File: config.mk
export PLATFORM = sky130hd
export DESIGN_NAME = acc_alu
export DESIGN_NICKNAME = d
export VERILOG_FILES = /design/src/rtl/acc_alu_pkg.sv /design/src/rtl/acc_alu_addsub.sv /design/src/rtl/acc_alu_logic.sv /design/src/rtl/acc_alu_shift.sv /design/src/rtl/acc_alu_daa.sv /design/src/rtl/acc_alu.sv
export SDC_FILE = /design/constraint.sdc
export NUM_CORES = 1
export LEC_CHECK = 0
export BUFFER_PORTS_ARGS = -buffer_cell sky130_fd_sc_hd__buf_2
export CAP_MARGIN = 5
export CORE_MARGIN = 2
export CORE_UTILIZATION = 42
export DETAILED_ROUTE_END_ITERATION = 8
export MAX_ROUTING_LAYER = met4
export PLACE_DENSITY_LB_ADDON = 0.2
export SLEW_MARGIN = 5
export SYNTH_ARGS = -nofsm -noshare
export SYNTH_HDL_FRONTEND = slang
export SYNTH_SLANG_ARGS = --single-unit
File: constraint.sdc
create_clock -name clk -period 9.8 [get_ports clk]
set_input_delay 1.96 -clock clk [delete_from_list [all_inputs] [get_ports clk]]
set_output_delay 1.96 -clock clk [all_outputs]
set_load 0.02 [all_outputs]
File: src/rtl/acc_alu_pkg.sv
package acc_alu_pkg;
  localparam int OPW   = 5;
  localparam int H_BIT = 5;
  localparam int N_BIT = 3;
  localparam int Z_BIT = 2;
  localparam int V_BIT = 1;
  localparam int C_BIT = 0;

  typedef enum logic [OPW-1:0] {
    OP_ADD, OP_ADC, OP_SUB, OP_SBC, OP_CMP,
    OP_AND, OP_OR, OP_EOR, OP_BIT,
    OP_COM, OP_NEG, OP_INC, OP_DEC, OP_CLR,
    OP_ASL, OP_ASR, OP_LSR, OP_ROL, OP_ROR,
    OP_DAA, OP_ADDD, OP_SUBD, OP_CMPD
  } op_e;

  typedef struct packed {
    logic h;
    logic n;
    logic z;
    logic v;
    logic c;
  } flags_t;
endpackage

File: src/rtl/acc_alu_addsub.sv
module acc_alu_addsub
  import acc_alu_pkg::*;
#(
  parameter int W     = 8,
  parameter bit GEN_H = 1'b1,
  parameter int HALF  = 4
) (
  input  logic [W-1:0] x,
  input  logic [W-1:0] y,
  input  logic         sub,
  input  logic         cin,
  input  flags_t       fin,
  output logic [W-1:0] sum,
  output flags_t       fo
);
  logic [W-1:0] yy;
  logic         ci;
  logic         co;
  logic         hc;
  logic [HALF-1:0] nib_unused;

  assign yy = sub ? ~y : y;
  assign ci = sub ? ~cin : cin;
  assign {co, sum} = {1'b0, x} + {1'b0, yy} + {{W{1'b0}}, ci};
  assign {hc, nib_unused} = {1'b0, x[HALF-1:0]} + {1'b0, yy[HALF-1:0]} + {{HALF{1'b0}}, ci};

  always_comb begin
    fo   = fin;
    fo.c = sub ? ~co : co;
    fo.v = (x[W-1] == yy[W-1]) && (sum[W-1] != x[W-1]);
    fo.n = sum[W-1];
    fo.z = (sum == '0);
    fo.h = (GEN_H && !sub) ? hc : fin.h;
  end
endmodule

File: src/rtl/acc_alu_logic.sv
module acc_alu_logic
  import acc_alu_pkg::*;
#(
  parameter int W = 8
) (
  input  op_e          op,
  input  logic [W-1:0] a,
  input  logic [W-1:0] m,
  input  flags_t       fin,
  output logic [W-1:0] r,
  output flags_t       fo
);
  localparam logic [W-1:0] MINV = W'(1) << (W-1);
  localparam logic [W-1:0] MAXP = ~MINV;

  logic [W-1:0] fv;

  always_comb begin
    fo = fin;
    r  = a;
    fv = a;
    case (op)
      OP_AND: begin r = a & m; fv = r; fo.v = 1'b0; end
      OP_OR:  begin r = a | m; fv = r; fo.v = 1'b0; end
      OP_EOR: begin r = a ^ m; fv = r; fo.v = 1'b0; end
      OP_BIT: begin r = a; fv = a & m; fo.v = 1'b0; end
      OP_COM: begin r = ~a; fv = r; fo.v = 1'b0; fo.c = 1'b1; end
      OP_NEG: begin
        r    = '0 - a;
        fv   = r;
        fo.v = (a == MINV);
        fo.c = (a != '0);
      end
      OP_INC: begin r = a + W'(1); fv = r; fo.v = (a == MAXP); end
      OP_DEC: begin r = a - W'(1); fv = r; fo.v = (a == MINV); end
      OP_CLR: begin r = '0; fv = '0; fo.v = 1'b0; fo.c = 1'b0; end
      default: begin r = a; fv = a; end
    endcase
    fo.n = fv[W-1];
    fo.z = (fv == '0);
  end
endmodule

File: src/rtl/acc_alu_shift.sv
module acc_alu_shift
  import acc_alu_pkg::*;
#(
  parameter int W = 8
) (
  input  op_e          op,
  input  logic [W-1:0] a,
  input  flags_t       fin,
  output logic [W-1:0] r,
  output flags_t       fo
);
  logic left;
  logic fill;

  always_comb begin
    left = (op == OP_ASL) || (op == OP_ROL);
    case (op)
      OP_ROL:  fill = fin.c;
      OP_ASR:  fill = a[W-1];
      OP_ROR:  fill = fin.c;
      default: fill = 1'b0;
    endcase
    if (left) r = {a[W-2:0], fill};
    else      r = {fill, a[W-1:1]};
    fo   = fin;
    fo.c = left ? a[W-1] : a[0];
    fo.n = r[W-1];
    fo.z = (r == '0);
    if (left) fo.v = r[W-1] ^ a[W-1];
  end
endmodule

File: src/rtl/acc_alu_daa.sv
module acc_alu_daa
  import acc_alu_pkg::*;
#(
  parameter int W = 8
) (
  input  logic [W-1:0] a,
  input  flags_t       fin,
  output logic [W-1:0] r,
  output flags_t       fo
);
  localparam int NB = W / 2;
  localparam logic [NB-1:0] NINE  = NB'(9);
  localparam logic [NB-1:0] EIGHT = NB'(8);
  localparam logic [W-1:0]  LOFIX = W'(6);
  localparam logic [W-1:0]  HIFIX = W'(6) << NB;

  logic [NB-1:0] lo_d;
  logic [NB-1:0] hi_d;
  logic          fix_lo;
  logic          fix_hi;

  assign lo_d   = a[NB-1:0];
  assign hi_d   = a[W-1:NB];
  assign fix_lo = fin.h || (lo_d > NINE);
  assign fix_hi = fin.c || (hi_d > NINE) || ((hi_d > EIGHT) && (lo_d > NINE));
  assign r      = a + (fix_lo ? LOFIX : '0) + (fix_hi ? HIFIX : '0);

  always_comb begin
    fo   = fin;
    fo.c = fin.c | fix_hi;
    fo.v = 1'b0;
    fo.n = r[W-1];
    fo.z = (r == '0);
  end
endmodule

File: src/rtl/acc_alu.sv
module acc_alu
  import acc_alu_pkg::*;
#(
  parameter int W = 8
) (
  input  logic              clk,
  input  logic              rst,
  input  logic [OPW-1:0]    op_i,
  input  logic [2*W-1:0]    acc_i,
  input  logic [2*W-1:0]    m_i,
  input  logic [7:0]        cc_i,
  output logic [2*W-1:0]    res_o,
  output logic [7:0]        cc_o
);
  localparam int WW = 2 * W;

  op_e          op;
  flags_t       fin;
  flags_t       f8, f16, fl_l, fl_s, fl_d, fsel;
  logic [W-1:0] s8, r_l, r_s, r_d;
  logic [WW-1:0] s16;
  logic [WW-1:0] res_d;
  logic [7:0]   cc_d;
  logic         sub8, usec8, sub16;

  assign op  = op_e'(op_i);
  assign fin = '{h: cc_i[H_BIT], n: cc_i[N_BIT], z: cc_i[Z_BIT],
                 v: cc_i[V_BIT], c: cc_i[C_BIT]};

  assign sub8  = (op == OP_SUB) || (op == OP_SBC) || (op == OP_CMP);
  assign usec8 = (op == OP_ADC) || (op == OP_SBC);
  assign sub16 = (op != OP_ADDD);

  acc_alu_addsub #(.W(W), .GEN_H(1'b1), .HALF(4)) u_add8 (
    .x(acc_i[W-1:0]), .y(m_i[W-1:0]), .sub(sub8), .cin(usec8 & fin.c),
    .fin(fin), .sum(s8), .fo(f8)
  );

  acc_alu_addsub #(.W(WW), .GEN_H(1'b0), .HALF(4)) u_add16 (
    .x(acc_i), .y(m_i), .sub(sub16), .cin(1'b0),
    .fin(fin), .sum(s16), .fo(f16)
  );

  acc_alu_logic #(.W(W)) u_logic (
    .op(op), .a(acc_i[W-1:0]), .m(m_i[W-1:0]), .fin(fin), .r(r_l), .fo(fl_l)
  );

  acc_alu_shift #(.W(W)) u_shift (
    .op(op), .a(acc_i[W-1:0]), .fin(fin), .r(r_s), .fo(fl_s)
  );

  acc_alu_daa #(.W(W)) u_daa (
    .a(acc_i[W-1:0]), .fin(fin), .r(r_d), .fo(fl_d)
  );

  always_comb begin
    res_d = '0;
    fsel  = fin;
    case (op)
      OP_ADD, OP_ADC, OP_SUB, OP_SBC: begin res_d = {{W{1'b0}}, s8}; fsel = f8; end
      OP_CMP: begin res_d = {{W{1'b0}}, acc_i[W-1:0]}; fsel = f8; end
      OP_AND, OP_OR, OP_EOR, OP_BIT, OP_COM, OP_NEG, OP_INC, OP_DEC, OP_CLR: begin
        res_d = {{W{1'b0}}, r_l};
        fsel  = fl_l;
      end
      OP_ASL, OP_ASR, OP_LSR, OP_ROL, OP_ROR: begin
        res_d = {{W{1'b0}}, r_s};
        fsel  = fl_s;
      end
      OP_DAA: begin res_d = {{W{1'b0}}, r_d}; fsel = fl_d; end
      OP_ADDD, OP_SUBD: begin res_d = s16; fsel = f16; end
      OP_CMPD: begin res_d = acc_i; fsel = f16; end
      default: begin res_d = '0; fsel = fin; end
    endcase
    cc_d        = cc_i;
    cc_d[H_BIT] = fsel.h;
    cc_d[N_BIT] = fsel.n;
    cc_d[Z_BIT] = fsel.z;
    cc_d[V_BIT] = fsel.v;
    cc_d[C_BIT] = fsel.c;
  end

  always_ff @(posedge clk) begin
    if (rst) begin
      res_o <= '0;
      cc_o  <= '0;
    end else begin
      res_o <= res_d;
      cc_o  <= cc_d;
    end
  end

  // Operation classes observed by the checks below
  logic k_subany, k_logic, k_incdec, k_left, k_lsr, k_com, k_clr, k_cmpd;
  assign k_subany = sub8 || (op == OP_SUBD) || (op == OP_CMPD);
  assign k_logic  = (op == OP_AND) || (op == OP_OR) || (op == OP_EOR) || (op == OP_BIT);
  assign k_incdec = (op == OP_INC) || (op == OP_DEC);
  assign k_left   = (op == OP_ASL) || (op == OP_ROL);
  assign k_lsr    = (op == OP_LSR);
  assign k_com    = (op == OP_COM);
  assign k_clr    = (op == OP_CLR);
  assign k_cmpd   = (op == OP_CMPD);

  a_r12_spare_bits_pass: assert property (@(posedge clk) disable iff (rst)
    !$past(rst) |-> (cc_o[7] == $past(cc_i[7])) && (cc_o[6] == $past(cc_i[6]))
                    && (cc_o[4] == $past(cc_i[4])));

  a_r3_sub_keeps_h: assert property (@(posedge clk) disable iff (rst)
    (!$past(rst) && $past(k_subany)) |-> cc_o[H_BIT] == $past(cc_i[H_BIT]));

  a_r4_logic_keeps_c: assert property (@(posedge clk) disable iff (rst)
    (!$past(rst) && $past(k_logic)) |-> (cc_o[C_BIT] == $past(cc_i[C_BIT])) && !cc_o[V_BIT]);

  a_r5_com_sets_c: assert property (@(posedge clk) disable iff (rst)
    (!$past(rst) && $past(k_com)) |-> cc_o[C_BIT] && !cc_o[V_BIT]
                                     && (res_o[W-1:0] == ~$past(acc_i[W-1:0])));

  a_r6_incdec_keeps_c: assert property (@(posedge clk) disable iff (rst)
    (!$past(rst) && $past(k_incdec)) |-> cc_o[C_BIT] == $past(cc_i[C_BIT]));

  a_r7_clear_flags: assert property (@(posedge clk) disable iff (rst)
    (!$past(rst) && $past(k_clr)) |-> (res_o == '0) && cc_o[Z_BIT] && !cc_o[N_BIT]
                                     && !cc_o[V_BIT] && !cc_o[C_BIT]);

  a_r8_left_v_rule: assert property (@(posedge clk) disable iff (rst)
    (!$past(rst) && $past(k_left)) |-> cc_o[V_BIT] == (cc_o[N_BIT] ^ cc_o[C_BIT]));

  a_r9_lsr_clears_n: assert property (@(posedge clk) disable iff (rst)
    (!$past(rst) && $past(k_lsr)) |-> !cc_o[N_BIT] && (cc_o[V_BIT] == $past(cc_i[V_BIT])));

  a_r11_cmpd_returns_d: assert property (@(posedge clk) disable iff (rst)
    (!$past(rst) && $past(k_cmpd)) |-> res_o == $past(acc_i));
endmodule

# == Word level (Yosys, flattened, before mapping) ==
# Index checks and enable logic that the tools add are counted.
# word_totals
regBits,24
input_bits,47
# classes
n_addsub,11
magnitude_cmp,3
n_eq_ne,29
muxes,19
bitwise,12
reduce_logical,27
# op_table
cell,n
$pmux W8 S8,2
$pmux W16 S7,1
$eq A5 B4 Y1 const B,8
$eq A5 B5 Y1 const B,7
$logic_not A8 Y1,4
$pmux W5 S5,1
$eq A5 B3 Y1 const B,4
$add A16 B16 Y17,1
$add A17 B1 Y17,1
$add A8 B8 Y8,2
$logic_not A16 Y1,1
$mux W16,1
$mux W8,2
$not A16 Y16,1
$not A8 Y8,2
$gt A4 B4 Y1 const B,3
$eq A5 B2 Y1 const B,2
$reduce_or A5 Y1,2
$add A8 B8 Y9,1
$add A9 B1 Y9,1
$reduce_or A9 Y1,1
$add A8 B1 Y8 const B,1
$and A8 B8 Y8,1
$eq A8 B7 Y1 const B,1
28 further kinds,50

# == Logic depth before layout (Yosys ltp) ==
# Gate-level depths: netlist of the first run.
# depth
ltp_word,9
mapped_depth,18
mapped_depth_nobuf,15

# == Cells and area by module ==
# From an unflattened synthesis of the first run, not the netlist that was laid out.
# unflattened
hier_cells,607
area_unflattened_um2,4830.9
# modules_own_cells
mod,n_inst,cells_per_inst,area_each_um2,seq_area_each_um2
acc_alu,1,158,1371.3,480.5
acc_alu_logic,1,189,1311.3,0.0
acc_alu_addsub at u_add16,1,125,1003.5,0.0
acc_alu_addsub at u_add8,1,68,525.5,0.0
acc_alu_daa,1,39,321.6,0.0
acc_alu_shift,1,28,297.8,0.0

# == Least setup slack after synthesis of the first run ==
# OpenSTA, ideal clock, no wires.
# synth_timing
path_type,in2reg
from,input op_i[3]
to,register cc_o[2]
setup_ns,0.087
t_arrival_ns,5.183
required_time_ns,9.713
slack_ns,4.530
path_stages,14
cell_sequence,buf_2 -> and3b_1 -> and2_1 -> clkbuf_1 -> buf_2 -> xnor2_1 -> fa_1 -> nand3_1 -> a2111oi_0 -> nor2_1 -> o311a_1 -> xnor2_1 -> or3_1 -> o31ai_1
# synth_between
elab_chain_cells,8
elab_cells_between_ends,52
classes_between,add/sub: 4; eq/ne: 23; mux: 8; bitwise: 2; reduce/logical: 15
# synth_rtl
item,line,text
"start, declared",acc_alu.sv:8,"input logic [OPW-1:0] op_i,"
branches (longest 7 deep; another with $add A16 B16 Y17),--,
$pmux W5 S5 *,acc_alu.sv:59,case (op)
"end signal, assigned",acc_alu.sv:86,cc_o <= '0;
"end signal, assigned",acc_alu.sv:89,cc_o <= cc_d;
"end, declared",acc_alu.sv:13,output logic [7:0] cc_o
# Every way passes the cells marked *.
# A chain may end at the register's enable or synchronous reset.

# == Worst setup path in the final report of the first run ==
# layout_timing
from,input op_i[0]
to,register cc_o[2]
# Same word-level chain as after synthesis.

==> results.py, run 1 <==
metrics = {
    "die": {
        "core_sq_um": 9730,
        "fp.dieH_um": 104,
        "initial_utilization_pct": 43.2,
        "die_w_um": 104,
        "row_count": 36,
        "die_area_sq_um": 10800,
        "ios": 71,
    },
    "finish": {
        "fin_cells": 746,
        "drive_above_1_share_pct": 15.0,
        "most-common-layout-cells": "buf_2, nor2_1, ha_1",
        "final_util_pct": 47.7,
        "final_common_cell": "buf_2",
        "layout.nets": 717,
        "insertedDiodeCount": 0,
        "synthToLayoutAreaGrowth_pct": 10.5,
        "final_area_sq_um": 4640,
    },
    "power_and_ir_drop": {
        "swShare_pct": 44.2,
        "p_int_uw": 227,
        "ir_drop_mv": 0.0463,
        "power.switching_uw": 180,
        "powerDensity_nw_per_um2": 87.5,
        "p_leak_uw": 0.00196,
        "clkPwrFrac_pct": 17.0,
        "combPwrFrac_pct": 57.3,
        "pwr-share-seq_pct": 25.7,
    },
    "timing": {
        "final_max_slew_viol_count": 0,
        "setup_viol_count_final": 0,
        "tns_ns": 0,
        "holdWs_ns": 1.91,
        "timing.fmax_ghz": 0.168,
        "fin_crit_ns": 5.95,
        "timing.final.crit_share_pct": 60.7,
        "final_hold_viol_count": 0,
        "maxSlewHeadroom_pct": 6.97,
        "worst_slew_pin_slew_ns": 1.36,
        "rsz0062_at_grt": "no",
    },
    "yosys": {
        "synthArstFlopShare_pct": 0,
        "synth.avg_cell_area_sq_um": 7.39,
        "ys_seq_elements": 24,
        "synthCells": 568,
        "ys_warn_count": 0,
        "mappedNetlistNets": 671,
        "synth.distinct_cells": 74,
        "synth_edf_count": 0,
        "ys.flop_type": "dfxtp_1",
        "synth_area_sq_um": 4200,
        "yosysSeqAreaShare_pct": 11.4,
    },
    "clocking": {
        "cts_buffers": 3,
        "clkTransAtPathRegs_ns": 0.10,
        "clockRootBuffer": "clkbuf_8",
        "cts_setup_buffers": 0,
        "cts_resized": 0,
        "cts_tree": "done",
        "clock-sinks": 24,
        "clock_path_buffers": 2,
        "cts_max_level": 1,
        "cts_hold_buf": 0,
    },
    "placed_design": {
        "hpwl_um": 11800,
        "io_buffers": 70,
        "placed_cells": 742,
        "gp_congestion": 1.06,
        "placed_cell_area_sq_um": 4590,
    },
    "grt": {
        "use_met2_pct": 41.9,
        "grt-ovfl-total": 0,
        "grt-busiest-layer": "met2",
        "first_global_vias": 4243,
        "antenna_found_initial": 0,
        "grt_pass1_wl_um": 23700,
        "grt_util_met3_pct": 3.20,
        "track_usage_pct": 28.0,
        "grt_max_degree": 27,
        "use_met1_pct": 38.9,
    },
    "worst_setup_path": {
        "required_ns": 9.99,
        "cp_cell_sequence": "buf_2 -> nor2_1 -> and2_1 -> xnor2_1 -> ha_1 -> a21oi_1 -> a2111oi_0 -> nor2_1 -> o311a_1 -> xnor2_1 -> or3_1 -> o31ai_1",
        "worst_ep_arrival_time_ns": 6.14,
        "slowest_stage": "and2_1",
        "critPathKind": "input pin to register",
        "critPathCaptureType": "register",
        "crit_path_start_kind": "input pin",
        "slowest_delay_ns": 0.90,
        "critPathMaxFanout": 26,
    },
    "run": {
        "drv_cap": 0,
    },
    "status": {
        "outcome": "finished clean",
    },
    "route": {
        "dr.pass1.iters": 5,
        "vias": 4683,
        "drt_iter0_drc": 431,
        "via_per_inst": 6.28,
        "wl_per_cell_um": 20.4,
        "drc": 0,
        "wl_um": 15200,
        "final_antenna_net_count": 0,
    },
    "worst_hold_path": {
        "hold_path.class": "input pin to register",
    },
}
[layout make-up]
cell class                 count  area, sq um
sequential                    24          480
clock buffer                   4         55.1
inverter                      27          101
tap                          133          166
fill                        1033         5090
timing repair buffer          73          373
multi-input combinational    485         3460
[cell families (layout without fill, tap and decap cells)]
group           count (synthesis)  count (layout)  share of synthesized area, %
mux                             3               3                         0.715
fa+ha+maj                      56              56                          17.4
xor+xnor                       59              59                          12.3
flops                          24              24                          11.4
compound gates                165             165                          27.6
simple gates                  202             202                          24.5
buf+inv                        59             104                          6.05
[Yosys cell counts, drive strengths merged (9+ instances only)]
cell	n	area [sq um]
o21ai	19	95.1
nand2	43	161
dfxtp	24	480
a211oi	12	95.1
nor2	66	248
clkbuf	17	63.8
nand3	11	55.1
xnor2	44	385
a22oi	10	75.1
ha	52	651
a21oi	40	204
and2	9	56.3
o22ai	9	56.3
nor2b	10	62.6
buf	15	88.8
nor3	9	45.0
inv	25	93.8
xor2	15	131
[worst max-delay path: cells and delay by family]
family	cells	cell delay, ns
compound gates	4	1.38
xor+xnor	2	0.36
fa+ha+maj	1	0.38
buf+inv	1	0.25
simple gates	4	1.79
[worst paths after layout]
check,end,startpoint,cells after the start,slack (ns)
min,cc_o[7],cc_i[7],2,1.91
max,cc_o[2],op_i[0],12,3.85
[registers in the layout, summed over array words and instances (netlist names)]
signal and flops:
res_o 16, cc_o 8
[stage by stage]
stage	setup WS, ns	total power [uW]
final	3.85	406
after CTS	4.02	401
after global placement	3.89	331
after global routing	3.55	432
after floorplan	4.53	266
after detailed placement	3.76	332
[power by group through the flow]
| stage | sequential [uW] | clock [uW] | combinational, uW |
|---|---|---|---|
| final | 104 | 68.9 | 233 |
| after global routing | 105 | 73.9 | 253 |
| after CTS | 105 | 69.5 | 227 |
| after detailed placement | 107 | 0 | 226 |
| after global placement | 107 | 0 | 225 |
| after floorplan | 115 | 0 | 152 |
[routing by layer]
| layer | wire, um | vias up |
|---|---|---|
| li1 | - | 2166 |
| met1 | 6810 | 2222 |
| met2 | 6520 | 251 |
| met3 | 1220 | 44 |
| met4 | 640 | 0 |
| met5 | 0 | - |
Note: power is estimated with default switching activity, not from simulation.
==> run 2, diff against run 1 <==
Settings changed: ABC_AREA set to 1.
Clock period 9.8 ns to 5.3 ns, I/O delays scaled along.
==> run 2 against run 1 <==
Effect of this change:
- non-clock buffer count did not move
- synthesized area increased by 4.9%
- die area is 4.7% higher
- hold slack got worse by 0.91 ns
- critical path depth up 7
- first-iteration DRC count fell by 0.70%
- routed wire length rose by 10%
- via count increased by 12%
- clock power grew 89%
- utilization is 0.45 points higher
==> results.py, run 2 <==
metrics = {
    "die": {
        "core_sq_um": 10200,
        "die_w_um": 106,
        "initial_utilization_pct": 43.0,
        "ios": 71,
        "row_count": 37,
        "fp.dieH_um": 106,
        "die_area_sq_um": 11300,
    },
    "route": {
        "wl_met1_um": 7520,
        "drt_iter0_drc": 428,
        "dr.pass1.iters": 5,
        "drc": 0,
        "wl_um": 16700,
        "wl_per_cell_um": 17.8,
        "routed-wl-met2_um": 6960,
        "top_layer_used": "met4",
        "final_antenna_net_count": 0,
        "via_per_inst": 5.59,
        "wl_met3_um": 1800,
        "vias": 5256,
    },
    "yosys": {
        "synth_fa_ha_area_share_pct": 16.6,
        "synthMuxAreaShare_pct": 0,
        "synth.distinct_cells": 46,
        "ys_warn_count": 0,
        "synth-simple-area-share_pct": 38.9,
        "mappedNetlistNets": 844,
        "synth_edf_count": 0,
        "ys.flop_type": "dfxtp_1",
        "synth_most_common_cell": "nand2_1",
        "synth_area_sq_um": 4400,
        "synth_compound_area_share_pct": 15.2,
        "synth_top_cells_by_area": "nand2_1, ha_1, dfxtp_1",
        "synthTopCellsByCount": "nand2_1, nor2_1, inv_1",
        "synth_top_area_share_pct": 16.7,
        "synth_top_family_by_area": "simple AND/OR/NAND/NOR gates",
        "synth_xor_xnor_area_share_pct": 8.55,
        "ys_seq_elements": 24,
        "synth.avg_cell_area_sq_um": 5.94,
        "synthCells": 741,
        "synthArstFlopShare_pct": 0,
        "yosysSeqAreaShare_pct": 10.9,
        "synth_largest_area_cell": "nand2_1",
    },
    "placed_design": {
        "dp_slack_ns": 0.593,
        "io_buffers": 70,
        "gp_congestion": 1.03,
        "hpwl_um": 13800,
    },
    "clocking": {
        "cts_hold_buf": 0,
        "clkTransAtPathRegs_ns": 0.10,
        "cts_tree": "done",
        "clockRootBuffer": "clkbuf_8",
        "clock-sinks": 24,
        "cts_resized": 0,
        "cts_setup_buffers": 0,
        "cts_max_level": 1,
        "cts_buffers": 3,
        "clock_path_buffers": 2,
    },
    "finish": {
        "largestRegisters": "res_o (16), cc_o (8)",
        "insertedDiodeCount": 0,
        "drive_above_1_share_pct": 12.9,
        "layout.nets": 909,
        "largest_reg_flops": 16,
        "most-common-layout-cells": "nand2_1, nor2_1, inv_1",
        "synthToLayoutAreaGrowth_pct": 11.9,
        "largest_register": "res_o",
        "final_common_cell": "nand2_1",
    },
    "timing": {
        "final_hold_viol_count": 0,
        "tns_ns": 0,
        "holdWs_ns": 0.999,
        "rsz0062_at_grt": "no",
        "finalWorstSetupSlack_ns": 1.15,
        "setup_viol_count_final": 0,
        "timing.final.crit_share_pct": 78.3,
        "maxSlewHeadroom_pct": 32.9,
        "fin_crit_ns": 4.15,
        "worst_slew_pin_slew_ns": 1.00,
        "final_max_slew_viol_count": 0,
        "timing.fmax_ghz": 0.241,
    },
    "power_and_ir_drop": {
        "power.switching_uw": 370,
        "pwr-share-seq_pct": 25.1,
        "combPwrFrac_pct": 58.3,
        "powerDensity_nw_per_um2": 159,
        "clkPwrFrac_pct": 16.6,
        "ir_drop_mv": 0.111,
        "p_int_uw": 414,
        "swShare_pct": 47.2,
        "p_leak_uw": 0.00255,
        "total_power_uw": 784,
    },
    "worst_setup_path": {
        "slowest_delay_ns": 0.39,
        "critPathKind": "input pin to register",
        "worst_ep_arrival_time_ns": 4.36,
        "critPathMaxFanout": 14,
        "slowest_stage": "nand2_1",
        "required_ns": 5.51,
        "cp_cell_sequence": "buf_2 -> inv_2 -> nand2_2 -> nor2_2 -> buf_4 -> nand2_1 -> xor2_1 -> ha_1 -> a21oi_1 -> nand2_1 -> nand2_1 -> nand3_1 -> nand2_1 -> nand2_1 -> xnor2_1 -> nand3_1 -> nor2_1 -> nand3_1 -> a21oi_1",
        "critPathCaptureType": "register",
        "critPathMostFrequentCell": "nand2_1",
        "crit_path_start_kind": "input pin",
    },
    "worst_hold_path": {
        "hold_path.class": "input pin to register",
        "hold_start": "cc_i[7]",
        "min_path_cells": 3,
        "min_to": "cc_o[7]",
    },
    "status": {
        "outcome": "finished clean",
    },
    "grt": {
        "first_global_vias": 4576,
        "track_usage_pct": 29.7,
        "grt_pass1_wl_um": 25300,
        "grt-ovfl-total": 0,
        "antenna_found_initial": 0,
        "grt_max_degree": 20,
    },
    "run": {
        "drv_cap": 0,
    },
}
-- run 2: worst max-delay path: cells and delay by family --
family                     cells  cell delay, ns
AOI/OAI and AO/OA              2            0.43
xor gates and xnor gates       2            0.58
adders and majority gates      1            0.32
buffers and inverters          3            0.44
and+or+nand+nor               11            1.52
-- run 2: worst max-delay path by stage --
stage | start | endpoint | depth (start not counted)
finish | op_i[3] | cc_o[2] | 19
detailed placement | op_i[4] | cc_o[2] | 19
CTS | op_i[4] | cc_o[2] | 19
global route | op_i[3] | cc_o[0] | 22
global placement | op_i[4] | cc_o[2] | 19
floorplan | op_i[4] | cc_o[2] | 20
-- run 2: layer usage --
| metal | GRT usage [%] | up-vias |
|---|---|---|
| met2 | 42.7 | 279 |
| met5 | - | - |
| met1 | 43.4 | 2391 |
| met3 | 4.54 | 28 |
| li1 | - | 2558 |
| met4 | 7.05 | 0 |
-- run 2: area by class of cell --
type,count,area [sq um]
fillers,1114,5310
multi-input cells,609,3490
flip-flops and latches,24,480
repair buffers,73,373
inverters,95,357
well taps,136,170
clock buffers,4,55.1
-- run 2: power by group through the flow --
stage | logic (uW) | registers [uW] | clock network [uW]
after floorplan | 292 | 219 | 0
after global placement | 442 | 201 | 0
after detailed placement | 444 | 202 | 0
after CTS | 447 | 197 | 134
after global routing | 504 | 198 | 140
final | 457 | 197 | 130
-- run 2: metrics by stage --
stage / utilization, % / instance area [sq um] / instances
2_1_floorplan: - / 4400 / 741
4_1_cts: 48.1 / 4920 / 941
3_3_place_gp: 47.6 / 4870 / 937
3_5_place_dp: 47.6 / 4870 / 937
5_1_grt: 48.1 / 4930 / 941
6_report: 48.1 / 4930 / 941
-- run 2: kinds of logic (layout without fill, tap and decap cells) --
family,count (synthesis),count (layout)
buffers and inverters,108,172
AOI/OAI and AO/OA,113,113
xor gates and xnor gates,43,43
adders and majority gates,56,56
and+or+nand+nor,397,397
DFF,24,24
==> run 3, diff against run 2 <==
Clock period 5.3 ns to 3.38 ns, I/O delays scaled along.
==> run 3 against run 2 <==
Effect of this change:
- combinational power is 74% higher
- global-route usage up 2.2 points
- non-clock buffer count grew 50
- via count increased by 4.1%
- critical path depth grew 4
- utilization grew 3.9 points
- setup slack lost 0.94 ns
- clock power up 47%
- hold slack lost 0.39 ns
- final area is 8.0% higher
==> results.py, run 3 (synthesized netlist as in run 2, its figures left out) <==
metrics = {
    "worst_setup_path": {
        "worst_ep_arrival_time_ns": 3.33,
        "critPathKind": "input pin to register",
        "critPathCaptureType": "register",
        "slowest_delay_ns": 0.43,
        "critPathMaxFanout": 3,
        "slowest_stage": "fa_1",
        "crit_path_start_kind": "input pin",
        "critPathMostFrequentCell": "inv_1",
        "cp_top_family": "adder cells",
        "required_ns": 3.54,
        "cp_cell_sequence": "buf_2 -> inv_1 -> ha_1 -> o21ai_1 -> a21oi_1 -> inv_1 -> ha_1 -> inv_1 -> fa_1 -> inv_1 -> nand4_1 -> nand2_1 -> xor2_1 -> buf_4 -> nor2_1 -> nand2_1 -> nand2_1 -> inv_1 -> nand2_1 -> inv_1 -> nand2_1 -> nor2_1 -> a21oi_1",
        "critPathBufInv": 8,
    },
    "finish": {
        "synthToLayoutAreaGrowth_pct": 20.9,
        "insertedDiodeCount": 0,
        "final_common_cell": "nand2_1",
        "largestRegisters": "res_o (16), cc_o (8)",
        "largest_register": "res_o",
        "drive_above_1_share_pct": 18.2,
        "fill_cells": 1073,
        "final_area_sq_um": 5320,
        "layout.nets": 959,
        "largest_reg_flops": 16,
        "most-common-layout-cells": "nand2_1, nor2_1, inv_1",
        "fin_cells": 991,
    },
    "worst_hold_path": {
        "hold_path.class": "input pin to register",
        "min_to": "cc_o[7]",
        "min_path_cells": 3,
        "hold_start": "cc_i[7]",
    },
    "grt": {
        "grt_pass1_wl_um": 27000,
        "grt_max_degree": 20,
        "antenna_found_initial": 0,
        "grt-ovfl-total": 0,
        "track_usage_pct": 31.9,
        "first_global_vias": 5095,
    },
    "clocking": {
        "cts_buffers": 3,
        "cts_max_level": 1,
        "cts_hold_buf": 0,
        "clock-sinks": 24,
        "clockRootBuffer": "clkbuf_8",
        "cts_tree": "done",
        "clkTransAtPathRegs_ns": 0.09,
        "clock_path_buffers": 2,
    },
    "timing": {
        "holdWs_ns": 0.608,
        "fin_crit_ns": 3.17,
        "finalWorstSetupSlack_ns": 0.210,
        "timing.fmax_ghz": 0.315,
        "setup_viol_count_final": 0,
        "maxSlewHeadroom_pct": 58.9,
        "rsz0062_at_grt": "no",
        "timing.final.crit_share_pct": 93.8,
        "final_max_slew_viol_count": 0,
        "worst_slew_pin_slew_ns": 0.614,
        "final_hold_viol_count": 0,
    },
    "route": {
        "drt_iter0_drc": 395,
        "drc": 0,
        "wl_um": 17700,
        "via_per_inst": 5.52,
        "final_antenna_net_count": 0,
        "dr.pass1.iters": 5,
        "wl_per_cell_um": 17.9,
        "vias": 5469,
    },
    "die": {
        "die_w_um": 106,
        "core_sq_um": 10200,
        "initial_utilization_pct": 43.0,
        "die_area_sq_um": 11300,
        "fp.dieH_um": 106,
        "ios": 71,
        "row_count": 37,
    },
    "status": {
        "outcome": "finished clean",
    },
    "placed_design": {
        "gp_congestion": 1.01,
        "hpwl_um": 15000,
        "placed_cell_area_sq_um": 5260,
        "placed_cells": 987,
        "io_buffers": 70,
        "dp_slack_ns": -0.135,
    },
    "power_and_ir_drop": {
        "powerDensity_nw_per_um2": 244,
        "ir_drop_mv": 0.152,
        "p_leak_uw": 0.00280,
    },
    "run": {
        "drv_cap": 0,
    },
}
-- run 3: cell types whose count changed in the layout (fill, tap and decap cells not counted) --
cell     previous run  this run
buf_4               3        52
buf_12              0         1
nor2_1             89        88
nor2_2              3         4
nor3_1              5         4
nor3_2              2         3
o21ai_0            26        25
o21ai_1             3         4
-- run 3: timing repair --
item                                    4_1_cts  5_1_grt
buffers inserted                              0        0
resized for setup                             0        4
endpoints found under the setup margin        0        2
-- run 3: power breakdown --
group / switching, uW / internal [uW] / leakage [uW]
logic: 502 / 295 / 0.00257
registers: 5.53 / 304 / 0.000197
clock network: 87.5 / 104 / 0.0000288
total: 595 / 702 / 0.00280
-- run 3: tightest hold or removal path: stages --
cell    delay [ns]
buf_2         0.09
inv_1         0.04
nor2_1        0.03
-- run 3: worst max path at each step --
stage                     cells past startpoint  slack, ns      end      from
final                                        23       0.21  cc_o[2]  acc_i[1]
after global routing                         19       0.01  cc_o[2]   op_i[3]
after CTS                                    23       0.14  cc_o[2]  acc_i[1]
after detailed placement                     23      -0.14  cc_o[2]  acc_i[1]
after global placement                       23      -0.08  cc_o[2]  acc_i[1]
after floorplan                              20       0.14  cc_o[2]   op_i[4]
-- run 3: final cells by class --
class                           instances  area, sq um  area share, %
Clock buffer                            4         55.1           1.03
Inverter                               95          357           6.70
Multi-Input combinational cell        609         3500           65.7
Sequential cell                        24          480           9.03
Tap cell                              136          170           3.20
Timing Repair Buffer                  123          761           14.3
-- run 3: metrics by stage --
stage | TNS (ns) | power, uW | util (%)
5_1_grt | 0 | 1390 | 52.0
4_1_cts | 0 | 1290 | 51.9
3_3_place_gp | -0.215 | 1090 | 51.4
3_5_place_dp | -0.365 | 1100 | 51.4
2_1_floorplan | 0 | 800 | -
6_report | 0 | 1300 | 52.0
-- run 3: metal layers --
metal / vias to the layer above / wire length [um] / global-route usage, %
met5: - / 0 / -
met4: 0 / 641 / 11.7
met3: 40 / 1470 / 3.80
met2: 267 / 7640 / 47.7
met1: 2506 / 7990 / 44.0
li1: 2656 / - / -
